[src/rtl/burst_col_pkg.sv]
package burst_col_pkg;
  localparam int MODE_W = 13;

  typedef struct packed {
    logic [2:0] len_code;
    logic       interleave;
    logic       cas_three;
    logic       wr_single;
  } mode_t;

  localparam mode_t MODE_RESET = '{len_code: 3'b000, interleave: 1'b0,
                                   cas_three: 1'b0, wr_single: 1'b0};

  function automatic logic is_full_code(input logic [2:0] code);
    return code == 3'b111;
  endfunction

  // log2 of the fixed burst length; full page handled separately
  function automatic logic [1:0] len_log2(input logic [2:0] code);
    return code[1:0];
  endfunction

  function automatic logic word_reserved(input logic [MODE_W-1:0] w);
    logic bad_len, bad_mix, bad_cas, bad_op, bad_top;
    bad_len = (w[2] == 1'b1) && (w[1:0] != 2'b11);
    bad_mix = (w[2:0] == 3'b111) && w[3];
    bad_cas = (w[6:4] != 3'b010) && (w[6:4] != 3'b011);
    bad_op  = w[8:7] != 2'b00;
    bad_top = w[12:10] != 3'b000;
    return bad_len | bad_mix | bad_cas | bad_op | bad_top;
  endfunction

  function automatic mode_t word_decode(input logic [MODE_W-1:0] w);
    mode_t m;
    m.len_code   = w[2:0];
    m.interleave = w[3];
    m.cas_three  = w[4];
    m.wr_single  = w[9];
    return m;
  endfunction
endpackage

[src/rtl/burst_mode_reg.sv]
module burst_mode_reg
  import burst_col_pkg::*;
(
  input  logic              clk,
  input  logic              rst_n,
  input  logic              load,
  input  logic [MODE_W-1:0] word,
  input  logic              busy,
  output mode_t             mode,
  output logic              err,
  output logic              load_bad,
  output logic              load_ignored
);
  logic load_ok;

  assign load_ignored = load && busy;
  assign load_bad     = load && !busy && word_reserved(word);
  assign load_ok      = load && !busy && !word_reserved(word);

  always_ff @(posedge clk) begin
    if (!rst_n) begin
      mode <= MODE_RESET;
      err  <= 1'b0;
    end else begin
      if (load_ok) mode <= word_decode(word);
      if (load_bad || load_ignored) err <= 1'b1;
    end
  end
endmodule

[src/rtl/burst_beat_ctrl.sv]
module burst_beat_ctrl
  import burst_col_pkg::*;
#(
  parameter int COL_W = 9
) (
  input  logic             clk,
  input  logic             rst_n,
  input  logic             start,
  input  logic [COL_W-1:0] start_col,
  input  logic             is_write,
  input  logic             terminate,
  input  mode_t            mode,
  output logic             busy,
  output logic [COL_W-1:0] base,
  output logic [COL_W-1:0] beat,
  output logic [1:0]       cur_lg,
  output logic             cur_full,
  output logic             cur_inter,
  output logic             last_beat
);
  logic             accept;
  logic             force_single;
  logic [COL_W-1:0] final_idx;

  assign accept       = start && !busy;
  assign force_single = is_write && mode.wr_single;
  assign final_idx    = (COL_W'(1) << cur_lg) - COL_W'(1);
  assign last_beat    = busy && (terminate || (!cur_full && (beat == final_idx)));

  always_ff @(posedge clk) begin
    if (!rst_n) begin
      busy      <= 1'b0;
      base      <= '0;
      beat      <= '0;
      cur_lg    <= '0;
      cur_full  <= 1'b0;
      cur_inter <= 1'b0;
    end else if (accept) begin
      busy      <= 1'b1;
      base      <= start_col;
      beat      <= '0;
      cur_inter <= mode.interleave;
      cur_lg    <= force_single ? 2'd0 : len_log2(mode.len_code);
      cur_full  <= force_single ? 1'b0 : is_full_code(mode.len_code);
    end else if (busy) begin
      if (last_beat) busy <= 1'b0;
      else           beat <= beat + COL_W'(1);
    end
  end
endmodule

[src/rtl/burst_col_gen.sv]
module burst_col_gen
  import burst_col_pkg::*;
#(
  parameter int COL_W = 9
) (
  input  logic             clk,
  input  logic             rst_n,
  input  logic             mode_load,
  input  logic [12:0]      mode_word,
  input  logic             start,
  input  logic [COL_W-1:0] start_col,
  input  logic             is_write,
  input  logic             terminate,
  output logic [COL_W-1:0] col_out,
  output logic             col_valid,
  output logic             col_last,
  output logic [1:0]       cas_lat,
  output logic             mode_err
);
  mode_t            mode;
  logic             busy;
  logic [COL_W-1:0] base;
  logic [COL_W-1:0] beat;
  logic [1:0]       cur_lg;
  logic             cur_full;
  logic             cur_inter;
  logic             last_beat;
  logic             load_bad;
  logic             load_ignored;

  // Column of beat n: the low lg bits move, the bits above stay put
  function automatic logic [COL_W-1:0] beat_col(
    input logic [COL_W-1:0] b, input logic [COL_W-1:0] n,
    input logic [1:0] lg, input logic inter, input logic full);
    logic [COL_W-1:0] mask, low;
    mask = (COL_W'(1) << lg) - COL_W'(1);
    low  = inter ? (b ^ n) : (b + n);
    if (full) return b + n;
    return (b & ~mask) | (low & mask);
  endfunction

  burst_mode_reg u_mode (
    .clk(clk), .rst_n(rst_n), .load(mode_load), .word(mode_word),
    .busy(busy), .mode(mode), .err(mode_err),
    .load_bad(load_bad), .load_ignored(load_ignored)
  );

  burst_beat_ctrl #(.COL_W(COL_W)) u_ctrl (
    .clk(clk), .rst_n(rst_n), .start(start), .start_col(start_col),
    .is_write(is_write), .terminate(terminate), .mode(mode),
    .busy(busy), .base(base), .beat(beat), .cur_lg(cur_lg),
    .cur_full(cur_full), .cur_inter(cur_inter), .last_beat(last_beat)
  );

  assign col_valid = busy;
  assign col_last  = last_beat;
  assign col_out   = beat_col(base, beat, cur_lg, cur_inter, cur_full);
  assign cas_lat   = {1'b1, mode.cas_three};
endmodule

[config.mk]
export PLATFORM = sky130hd
export DESIGN_NAME = burst_col_gen
export DESIGN_NICKNAME = d
export VERILOG_FILES = /design/src/rtl/burst_col_pkg.sv /design/src/rtl/burst_mode_reg.sv /design/src/rtl/burst_beat_ctrl.sv /design/src/rtl/burst_col_gen.sv
export SDC_FILE = /design/constraint.sdc
export NUM_CORES = 1
export LEC_CHECK = 0
export BUFFER_PORTS_ARGS = -buffer_cell sky130_fd_sc_hd__buf_2
export CAP_MARGIN = 20
export CORE_UTILIZATION = 54
export CTS_BUF_LIST = sky130_fd_sc_hd__clkbuf_8
export DETAILED_ROUTE_END_ITERATION = 12
export GPL_ROUTABILITY_DRIVEN = 0
export GPL_TIMING_DRIVEN = 0
export PLACE_DENSITY_LB_ADDON = 0.15
export SYNTH_ARGS = -nofsm -noshare
export SYNTH_HDL_FRONTEND = slang
export SYNTH_SLANG_ARGS = --single-unit
export TNS_END_PERCENT = 1
[constraint.sdc]
create_clock -name clk -period 3.4 [get_ports clk]
set_input_delay 0.17 -clock clk [delete_from_list [all_inputs] [get_ports clk]]
set_output_delay 0.17 -clock clk [all_outputs]
set_load 0.05 [all_outputs]
==> run summary, run 1 <==
The flow ran to the end, and the final reports show no timing, DRC or antenna violations. The remaining routing DRC violations came out at 0. The clock-pin slew of the registers on the worst-case setup and hold paths came out at 0.07 ns.

The total number of vias is 1663. The critical path startpoint category is a flop. No sink is reached through more buffers than the 2 on the longest clock path. The number of hold buffers added after CTS was 0. At the worst endpoint, the required time is 3.23 ns. The mapped netlist covers 0.00181 sq mm. At the pin with the least slew margin, the transition time is 0.672 ns. The critical path goes through ha_1 -> fa_1 -> a21oi_1 -> o2111a_1 -> a2111oi_0 -> or3b_2 -> xnor2_1 -> buf_2.

The antenna diode instance count is 0. The maximum resistive drop on vdd is 0.298 mV. The power density normalized to cell area is 360 mW/mm^2. The internal power is 560 uW.

The number of antenna violations at the first check in global routing came out at 0. The number of different library cells used by synthesis comes to 48. After clock tree synthesis, the repair step resized 0 gates.

At the worst endpoint, the arrival time is 2.88 ns. The worst setup path is of the flop to output port kind. The buffers inserted during post-CTS setup optimization came out at 0. The number of violations of the max-capacitance limit is 0. The largest total area in the synthesized netlist belongs to sky130_fd_sc_hd__dfxtp_1. The area fraction of the dominant cell type after synthesis came out at 0.333. The number of global-route vias before repair came out at 1502. Counting every net in the synthesized netlist gives 246. The detailed placer's ending HPWL came out at 3.02 mm. The initial DRC count is 113. The global-route wire length before repair came out at 6.42 mm. In this run the vertical extent of the chip is 59.8 um.

Yosys attributes the largest share of cell area to sky130_fd_sc_hd__dfxtp_1, sky130_fd_sc_hd__ha_1, sky130_fd_sc_hd__a22o_1. The count of warnings emitted by yosys is 0. The number of instances in the synthesized netlist is 207. The growth of design area from synthesis to finish is 19.4%. The average routed wire per standard cell came out at 13.4 um. The time the final worst path needs with I/O delays and setup is 3.05 ns. The peak per-stage delay on the critical path is 0.51 ns. After detailed routing, the number of vias per cell comes to 5.56. The total power draw is 776 uW. The number of port buffers is 40. The pin count of the biggest net entering global routing came out at 11. The sequential cell area fraction in the yosys report is 0.333. The die covers 0.00358 sq mm. The final cycle utilization of the critical path is 0.896. Derived from the worst setup path, the maximum achievable clock frequency is 328 MHz. The maximum fanout encountered on the critical timing path is 7. The total count of hold-check failures in the final report was 0.

The count of cells in the finished layout, fillers not included, comes to 299. The horizontal die dimension is 59.8 um. The mean cell area of the mapped netlist came out at 8.72 sq um. The clock network latency to the later pin of the worst-skew pair is 0.28 ns. The number of setup violations in the final report is 0.

For this design the total switching power over the nets is 216 uW. The worst hold-check path type is input pin to flop. The boundary pin count is 42. The number of enable-type register cells in the synthesized netlist came out at 0.

The remaining number of nets flagged by the antenna check after routing is 0. Synthesis inferred 30 register bits. The number of clock sinks is 30. The pre-antenna-repair detailed-routing pass consisted of 4 iterations. The wire length reported by the detailed router came out at 4.02 mm. The number of placed instances, taps included, is 291. The top cell types in the final layout, fill and taps aside, are sky130_fd_sc_hd__buf_2, sky130_fd_sc_hd__dfxtp_1, sky130_fd_sc_hd__a21oi_1. Setup repair after global routing left no endpoint under its margin. In this run, CTS created clock tree buffers numbering 5. The part of the power in the clock network is 0.392. Clock skew on the completed layout was measured at 0.00541 ns. The logic gate share of total power is 0.135.

The leakage power is 0.996 nW. The share of cells above drive strength 1 came out at 0.247. The region available for standard cell placement spans 0.00310 sq mm. In the synthesized netlist the async set-or-reset flop fraction comes to 0. For this run, the leading register cell type out of synthesis is sky130_fd_sc_hd__dfxtp_1. The share of total power dissipated in sequential elements is 0.474. The max-slew violation count is 0. The clock tree root buffer cell is sky130_fd_sc_hd__clkbuf_8.

The number of placement rows came out at 20. The starting density of the core is 0.582. The maximum level of the CTS H-tree came out at 2. The number of nets in the final layout is 293. In the global route stage, overall resource usage came out at 0.239. The remaining global-route overflow came out at 0. The CTS tree is done. Among all stages on the critical path, the largest delay is contributed by sky130_fd_sc_hd__or3b_2. Leaving out fill and tap cells, the most frequent cell in the layout is sky130_fd_sc_hd__buf_2. Of the total power, the share spent switching nets is 0.278. For the final routed database, the setup TNS stands at 0 ns. The max-slew headroom at the worst pin is 0.541. The worst setup path is captured at an output port.
-- routing by layer --
layer / wire length [um] / up-vias / part of all wire / global-route usage
met5: 0 / - / 0 / 0
met4: 59 / 0 / 0.015 / 0.106
met3: 165 / 6 / 0.041 / 0.0411
met2: 1910 / 45 / 0.48 / 0.416
met1: 1880 / 754 / 0.47 / 0.287
li1: - / 858 / - / -
-- cell usage after synthesis (3+ instances only) --
cell type                  number
sky130_fd_sc_hd__a21oi_1       18
sky130_fd_sc_hd__inv_1          6
sky130_fd_sc_hd__dfxtp_1       30
sky130_fd_sc_hd__nand4_1        4
sky130_fd_sc_hd__xor2_1         3
sky130_fd_sc_hd__mux2i_1        7
sky130_fd_sc_hd__nor2_1        17
sky130_fd_sc_hd__nand2_1       17
sky130_fd_sc_hd__or2_2          3
sky130_fd_sc_hd__nand3_1        8
sky130_fd_sc_hd__o21ai_0        9
sky130_fd_sc_hd__ha_1          10
sky130_fd_sc_hd__mux2_2         4
sky130_fd_sc_hd__a21o_1         3
sky130_fd_sc_hd__or3_1          6
sky130_fd_sc_hd__a22o_1        11
sky130_fd_sc_hd__nand2b_1       3
sky130_fd_sc_hd__nor4_1         3
sky130_fd_sc_hd__xnor2_1        3
-- worst max-delay path: cells and delay by family (launching register included) --
family | cells | cell delay, ns
XOR/XNOR | 1 | 0.14
flip-flops | 1 | 0.42
AO/OA/AOI/OAI | 3 | 0.56
adder cells (fa/ha/maj) | 2 | 0.70
buffers and inverters | 1 | 0.27
AND/OR/NAND/NOR | 1 | 0.51
-- final timing paths --
check | start | end | slack (ns) | depth (start not counted)
hold reg to reg | u_mode.err | u_mode.err | 0.47 | 2
setup reg to reg | u_ctrl.cur_lg[1] | u_ctrl.beat[1] | 0.90 | 9
hold / removal | start_col[5] | u_ctrl.base[5] | 0.1 | 2
setup / recovery | u_ctrl.beat[0] | col_out[8] | 0.35 | 8
-- metrics by stage --
step | util | setup WS (ns) | hold WS (ns) | area, sq um
global route | 0.695 | 0.190 | 0.111 | 2160
detailed placement | 0.664 | 0.679 | 0.389 | 2060
finish | 0.695 | 0.352 | 0.0957 | 2160
global placement | 0.664 | 0.680 | 0.386 | 2060
floorplan | - | 0.446 | 0.303 | 1810
CTS | 0.695 | 0.360 | 0.0935 | 2160
-- sequential cells by signal (all words and copies together), names as in the netlist --
name / flops
u_ctrl.cur_inter: 1
u_ctrl.busy: 1
u_ctrl.base: 9
u_ctrl.cur_lg: 2
u_mode.mode: 6
u_ctrl.beat: 9
u_mode.err: 1
u_ctrl.cur_full: 1
-- cell families (layout without fill, tap and decap cells) --
group | count (synthesis) | count (layout) | share of synthesized area
other | 1 | 1 | 0.00208
buffers and inverters | 13 | 61 | 0.0395
AO/OA/AOI/OAI | 57 | 57 | 0.220
AND/OR/NAND/NOR | 77 | 77 | 0.223
flip-flops | 30 | 30 | 0.333
XOR/XNOR | 7 | 7 | 0.0381
adder cells (fa/ha/maj) | 11 | 11 | 0.0804
multiplexers | 11 | 11 | 0.0638
-- power by group through the flow --
stage	clock network [mW]	registers [mW]	logic, mW
finish	0.304	0.368	0.104
global route	0.319	0.368	0.112
CTS	0.308	0.368	0.105
detailed placement	0	0.376	0.105
global placement	0	0.375	0.103
floorplan	0	0.378	0.0677
-- final cells by class --
| cell class | instances | area [sq um] |
|---|---|---|
| inverter | 7 | 26.3 |
| multi-input combinational | 164 | 1130 |
| clock inverter | 2 | 12.5 |
| clock buffer | 6 | 82.6 |
| sequential | 30 | 601 |
| tap | 44 | 55.1 |
| fill | 282 | 947 |
| buffer | 6 | 45.0 |
| timing repair buffer | 40 | 200 |
Power figures use the tool's default switching activity.
==> inputs of run 2 (changes only) <==
Settings changed: BUFFER_PORTS_ARGS -buffer_cell sky130_fd_sc_hd__buf_2 to -buffer_cell sky130_fd_sc_hd__buf_4, CAP_MARGIN 20 to 5.
==> run 2 against run 1 <==
Setup slack gained 0.033 ns; total power up 21%; via count rose by 3.7%; critical endpoint unchanged; largest cell class unchanged; largest power group is now the clock network; highest routed layer unchanged.
==> run summary, run 2 (synthesized netlist as in run 1, its figures left out) <==
The cell depth of the worst hold path came out at 2 (unchanged). The buffers inserted during post-CTS setup optimization came out at 0 (unchanged). The quantity of hold-fixing buffers added after cts came out at 0 (unchanged). The CTS tree is done. The run finished with clean final reports.

The number of cells upsized or downsized after cts is 0 (unchanged). The logic gate share of total power came out at 0.127 (-0.008). The maximum root-to-sink buffer count came out at 2 (unchanged).

The internal power was 724 uW (+29%). CTS placed an instance of sky130_fd_sc_hd__clkbuf_8 at the clock tree root. The number of clock sinks came out at 30 (unchanged). The pin count of the biggest net entering global routing is 11 (unchanged). The remaining number of nets flagged by the antenna check after routing came out at 0 (unchanged). The utilization after layout is 0.742 (+0.0476). The part of the power in the clock network was 0.483 (+0.091). The number of antenna violations at the first check in global routing is 0 (unchanged). The number of cells traversed by the worst register-to-register path is 9 (unchanged).

The number of vias per cell after detailed routing came to 5.77 (+3.7%). The portion of total power attributed to sequential cells came out at 0.391 (-0.083). The filler-free cell count of the finished design came out at 299 (unchanged). The share of cells above drive strength 1 came to 0.247 (unchanged). The max-slew headroom at the worst pin was 0.502 (-0.0383).

The max-slew violation count came out at 0 (unchanged). The final critical-path setup slack is 0.385 ns (+0.0332 ns). The total global routing track utilization came to 0.252 (+0.0132).

The wire length reported by the detailed router came to 4.05 mm (+0.92%). The final cycle utilization of the critical path was 0.887 (-0.00977). The number of port buffers was 40 (unchanged). The worst hold path begins at start_col[7]. The setup slack after placement came to 0.721 ns (+0.0418 ns).

The worst flop-to-flop path endpoint is u_ctrl.beat[1]. The register-to-register path setup slack came out at 0.94 ns (+0.04 ns). The number of setup violations in the final report is 0 (unchanged). The data required time of the worst path came out at 3.23 ns (about the same). The leakage power was 1.05 nW (+5.0%).

The maximum fanout encountered on the critical timing path came out at 7 (unchanged). The worst setup path is of the flop to output port kind. The startpoint of the most critical setup path is u_ctrl.beat[0]. The endpoint type of the worst setup path is an output port.

The minimum hold slack was 0.0978 ns (+0.00208 ns). The setup TNS came to 0 ns (unchanged). The number of iterations in the first detailed-routing pass came out at 4 (unchanged). STA classifies the critical path startpoint as a flop.

The instance area at placement came to 0.00216 sq mm (+4.9%). The global-route wire length before repair was 6.71 mm (+4.5%). The remaining global-route overflow came out at 0 (unchanged). The horizontal die dimension is 59.8 um (unchanged). The clock-pin slew of the registers on the worst-case setup and hold paths was 0.07 ns (about the same). The starting density of the core was 0.582 (unchanged). The number of placement rows came out at 20 (unchanged). The maximum resistive drop on vdd is 0.304 mV (+1.9%). The remaining routing DRC violations is 0 (unchanged).

The maximum clock rate is 332 MHz (+1.1%). Setup repair after global routing left no endpoint under its margin. The total power draw is 941 uW (+21%). The y dimension of the die was 59.8 um (unchanged). The largest registers in the layout are u_ctrl.base: 9 flops, u_ctrl.beat: 9 flops, u_mode.mode: 6 flops. The maximum level of the CTS H-tree is 2 (unchanged). The number of global-route vias before repair came out at 1547 (+3.0%). The clock network latency to the later pin of the worst-skew pair came to 0.29 ns (about the same). The total number of vias came out at 1724 (+3.7%). The post-placement cell count came out at 291 (unchanged). The startpoint of the lowest-slack register-to-register path is u_ctrl.cur_lg[1]. The switching share of power came out at 0.230 (-0.0477). The core footprint came to 0.00310 sq mm (unchanged). The terminating pin of the worst hold path is u_ctrl.base[7]. The die area came out at 0.00358 sq mm (unchanged). The number of nets in the final layout came out at 293 (unchanged).

The slew at the pin with the worst max-slew slack is 0.744 ns (+0.0721 ns). The total count of hold-check failures in the final report came to 0 (unchanged). The number of clock buffers inserted by TritonCTS was 5 (unchanged).

The final standard cell area without fillers came out at 0.00230 sq mm (+6.8%). The time the final worst path needs with I/O delays and setup is 3.01 ns (-0.0332 ns). The antenna diode instance count is 0 (unchanged). The initial DRC count came out at 71 (-37%). The boundary pin count came to 42 (unchanged). The final-layout fill cell count came out at 266 (-5.7%).

The path class of the tightest hold or removal check is input pin to flop. The detailed placer's ending HPWL is 2.96 mm (-1.8%). In the layout the commonest cells are sky130_fd_sc_hd__buf_4, sky130_fd_sc_hd__dfxtp_1, sky130_fd_sc_hd__a21oi_1.

The number of violations of the max-capacitance limit was 0 (unchanged). The net switching power was 217 uW (+0.42%). The setup skew after layout is 0.00474 ns (-0.000665 ns). The growth of design area from synthesis to finish is 27.6%. The data arrival time of the worst path came out at 2.84 ns (-0.04 ns). Leaving out fill and tap cells, the most frequent cell in the layout is sky130_fd_sc_hd__buf_4. The power density normalized to cell area came out at 408 mW/mm^2 (+13%). The average routed wire per standard cell came out at 13.6 um (+0.92%).
[run 2: cell count changes in the layout (fill, tap and decap cells not counted), sizes merged]
cell | previous run | this run
bufinv | 0 | 2
clkinvlp | 1 | 0
clkinv | 2 | 1
[run 2: cell type report]
cell class	count	area (sq um)	share of cell area
clock buffers	6	82.6	0.0359
repair buffers	40	300	0.130
well taps	44	55.1	0.0239
multi-input cells	164	1130	0.492
plain buffers	6	45.0	0.0196
inverters	7	26.3	0.0114
clock inverters	2	60.1	0.0261
flip-flops and latches	30	601	0.261
[run 2: critical path: stages (launching register included)]
cell,delay [ns]
sky130_fd_sc_hd__dfxtp_1,0.42
sky130_fd_sc_hd__ha_1,0.27
sky130_fd_sc_hd__fa_1,0.42
sky130_fd_sc_hd__a21oi_1,0.28
sky130_fd_sc_hd__o2111a_1,0.25
sky130_fd_sc_hd__a2111oi_0,0.06
sky130_fd_sc_hd__or3b_2,0.51
sky130_fd_sc_hd__xnor2_1,0.15
sky130_fd_sc_hd__buf_4,0.21
[run 2: per-layer routing]
| layer | GRT usage | up-vias | wire [um] |
|---|---|---|---|
| li1 | - | 864 | - |
| met1 | 0.302 | 796 | 1820 |
| met2 | 0.419 | 55 | 1920 |
| met3 | 0.0779 | 9 | 218 |
| met4 | 0.103 | 0 | 95 |
| met5 | 0 | - | 0 |
[run 2: how the worst max path moves through the flow]
stage | to | slack (ns) | depth (start not counted)
2_1_floorplan | col_out[8] | 0.45 | 7
5_1_grt | col_out[8] | 0.19 | 8
3_5_place_dp | col_out[8] | 0.72 | 8
6_report | col_out[8] | 0.39 | 8
3_3_place_gp | col_out[8] | 0.73 | 8
4_1_cts | col_out[8] | 0.40 | 8
[run 2: power by group through the flow]
stage	Clock, mW	Combinational (mW)	Sequential (mW)
final	0.454	0.119	0.368
after floorplan	0	0.0677	0.378
after global routing	0.473	0.127	0.368
after detailed placement	0	0.119	0.375
after global placement	0	0.118	0.375
after CTS	0.458	0.119	0.368
==> inputs of run 3 (changes only) <==
Settings changed: PLACE_DENSITY set to 0.81, PLACE_DENSITY_LB_ADDON 0.15 to unset.
==> run 3 against run 2 <==
First-iteration DRC count decreased by 13%; clock power is 34% lower; sequential share of layout area rose by 0.55 points; largest cell class unchanged; highest routed layer unchanged.
==> run summary, run 3 (synthesized netlist as in run 1, its figures left out) <==
In the layout the commonest cells are sky130_fd_sc_hd__buf_4, sky130_fd_sc_hd__dfxtp_1, sky130_fd_sc_hd__a21oi_1. The setup skew after layout is 0.00326 ns (-0.00149 ns). The average routed wire per standard cell came out at 13.5 um (-0.59%). The clock network latency to the later pin of the worst-skew pair is 0.28 ns (about the same). The maximum level of the CTS H-tree came out at 2 (unchanged). The y dimension of the die is 59.8 um (unchanged). The data arrival time of the worst path is 2.83 ns (about the same). The core footprint came out at 0.00310 sq mm (unchanged). The time the final worst path needs with I/O delays and setup is 3.00 ns (-0.0134 ns). The number of cells upsized or downsized after cts came to 0 (unchanged).

Relative to the synthesized area, the layout overhead comes to 24.9%. The number of cells traversed by the worst register-to-register path is 9 (unchanged). The combined area of the multi-input logic cells came out at 0.00113 sq mm (unchanged).

The number of port buffers came out at 40 (unchanged). The total number of vias came out at 1747 (+1.3%). The number of placement rows came out at 20 (unchanged).

The total count of hold-check failures in the final report is 0 (unchanged). Leaving out fill and tap cells, the most frequent cell in the layout is sky130_fd_sc_hd__buf_4. The die area is 0.00358 sq mm (unchanged).

The total global routing track utilization came out at 0.254 (+0.00123). TritonCTS built the clock tree. The slew at the pin with the worst max-slew slack came out at 0.830 ns (+0.0859 ns). The max-slew headroom at the worst pin came out at 0.445 (-0.0575). Traced cell by cell, the critical path runs through ha_1 -> fa_1 -> a21oi_1 -> o2111a_1 -> a2111oi_0 -> or3b_2 -> xnor2_1 -> buf_4. The remaining number of nets flagged by the antenna check after routing was 0 (unchanged). The final-layout fill cell count came out at 267 (+0.38%).

The startpoint identified for the worst hold timing path is start_col[1]. The number of clock buffers inserted by TritonCTS is 5 (unchanged). The number of antenna violations at the first check in global routing is 0 (unchanged). The number of setup violations in the final report came out at 0 (unchanged). The share of cells above drive strength 1 came out at 0.247 (unchanged).

The number of iterations in the first detailed-routing pass came to 4 (unchanged). The critical path startpoint category is a flop. The starting density of the core came out at 0.582 (unchanged). The remaining routing DRC violations came out at 0 (unchanged). The number of clock sinks is 30 (unchanged). The cell depth of the worst hold path came out at 2 (unchanged). The detailed placer's ending HPWL came out at 2.95 mm (-0.27%). The largest registers in the layout are u_ctrl.base: 9 flops, u_ctrl.beat: 9 flops, u_mode.mode: 6 flops.

The terminating pin of the worst hold path is u_ctrl.base[1]. The remaining global-route overflow came out at 0 (unchanged). The clock-pin slew of the registers on the worst-case setup and hold paths was 0.07 ns (about the same). The boundary pin count is 42 (unchanged). The instance area at placement is 0.00216 sq mm (unchanged).

The worst hold-check path type is input pin to flop. The run finished with clean final reports. The number of vias per cell after detailed routing is 5.84 (+1.3%). Clock tree synthesis selected as its root buffer the cell sky130_fd_sc_hd__clkbuf_8.

The number of global-route vias before repair came out at 1559 (+0.78%). The antenna diode instance count came to 0 (unchanged). The area of all sequential standard cells is 601 sq um (unchanged). The pin count of the biggest net entering global routing came out at 11 (unchanged). In this design, the largest share of critical-path delay is due to adder cells. The horizontal die dimension is 59.8 um (unchanged). The maximum fanout encountered on the critical timing path came out at 7 (unchanged).

The number of violations of the max-capacitance limit came to 0 (unchanged). The maximum resistive drop on vdd came out at 0.323 mV (+6.3%). The endpoint type of the worst setup path is an output port.

The number of nets in the final layout is 293 (unchanged). The final standard cell area without fillers is 0.00226 sq mm (-2.1%). Setup repair after global routing left no endpoint under its margin. The maximum clock rate came to 333 MHz (+0.45%). The worst path buffer plus inverter count came out at 1 (unchanged). The register-to-register path setup slack came to 0.93 ns (about the same). The final critical-path setup slack is 0.399 ns (+0.0134 ns). The max-slew violation count is 0 (unchanged). The worst flop-to-flop path endpoint is u_ctrl.beat[1]. The wire length reported by the detailed router came out at 4.03 mm (-0.59%).

In this run the critical register-to-register path is launched from u_ctrl.cur_lg[1]. The peak per-stage delay on the critical path came out at 0.49 ns (-0.02 ns). The setup slack after placement was 0.711 ns (-0.0100 ns). For this design, the slowest cell found on the critical path is sky130_fd_sc_hd__or3b_2. The setup TNS came to 0 ns (unchanged). The maximum root-to-sink buffer count came out at 2 (unchanged).

The leakage power came to 1.02 nW (-2.3%). The buffers inserted during post-CTS setup optimization is 0 (unchanged). The power density normalized to cell area is 348 mW/mm^2 (-15%).

The quantity of hold-fixing buffers added after cts is 0 (unchanged). The initial DRC count is 62 (-13%). The global-route wire length before repair came out at 6.73 mm (+0.31%).

The kind of critical path is flop to output port. The data required time of the worst path is 3.23 ns (about the same). The final cycle utilization of the critical path was 0.883 (-0.00394).
==> run 3: cell count changes in the layout (fill, tap and decap cells not counted) <==
cell,delta
sky130_fd_sc_hd__bufinv_16,-2
sky130_fd_sc_hd__clkinv_2,+1
sky130_fd_sc_hd__clkinvlp_4,+1
==> run 3: worst register-to-register path: stages, from the launching register on <==
cell	delay (ns)
sky130_fd_sc_hd__dfxtp_1	0.31
sky130_fd_sc_hd__buf_6	0.13
sky130_fd_sc_hd__or2_4	0.27
sky130_fd_sc_hd__ha_1	0.34
sky130_fd_sc_hd__xor2_1	0.19
sky130_fd_sc_hd__o2111ai_1	0.21
sky130_fd_sc_hd__o41ai_4	0.46
sky130_fd_sc_hd__buf_6	0.21
sky130_fd_sc_hd__mux2i_1	0.18
sky130_fd_sc_hd__nor2_1	0.05
==> run 3: per-stage QoR <==
| stage | instances | hold slack [ns] | total power [mW] | utilization |
|---|---|---|---|---|
| 2_1_floorplan | 207 | 0.303 | 0.446 | - |
| 3_3_place_gp | 291 | 0.387 | 0.493 | 0.696 |
| 3_5_place_dp | 291 | 0.390 | 0.494 | 0.696 |
| 4_1_cts | 299 | 0.0872 | 0.794 | 0.727 |
| 5_1_grt | 299 | 0.0983 | 0.820 | 0.727 |
| 6_report | 299 | 0.0985 | 0.786 | 0.727 |
==> run 3: cell type report <==
cell class	instances	area share
Clock inverter	2	0.00555
Multi-Input combinational cell	164	0.502
Buffer	6	0.0200
Inverter	7	0.0116
Sequential cell	30	0.266
Clock buffer	6	0.0366
Timing Repair Buffer	40	0.133
Tap cell	44	0.0244
==> run 3: metal layers <==
| layer | global-route usage | vias up | wire, um |
|---|---|---|---|
| met3 | 0.0671 | 5 | 224 |
| met2 | 0.410 | 66 | 1970 |
| met4 | 0.113 | 0 | 48 |
| met5 | 0 | - | 0 |
| met1 | 0.315 | 812 | 1780 |
| li1 | - | 864 | - |
==> run 3: worst max-delay path by stage <==
stage                              start         end  slack [ns]  cells past startpoint
after floorplan           u_ctrl.beat[0]  col_out[8]        0.45                      7
after global placement    u_ctrl.beat[0]  col_out[8]        0.74                      8
after detailed placement  u_ctrl.beat[0]  col_out[8]        0.71                      8
after CTS                 u_ctrl.beat[0]  col_out[8]        0.39                      8
after global routing      u_ctrl.beat[0]  col_out[8]        0.18                      8
final                     u_ctrl.beat[0]  col_out[8]        0.40                      8
==> run 3: power breakdown <==
part | internal (mW) | total, mW | switching (mW)
Sequential | 0.360 | 0.367 | 0.00733
Clock | 0.162 | 0.299 | 0.137
Combinational | 0.0516 | 0.119 | 0.0676
Total | 0.574 | 0.786 | 0.212
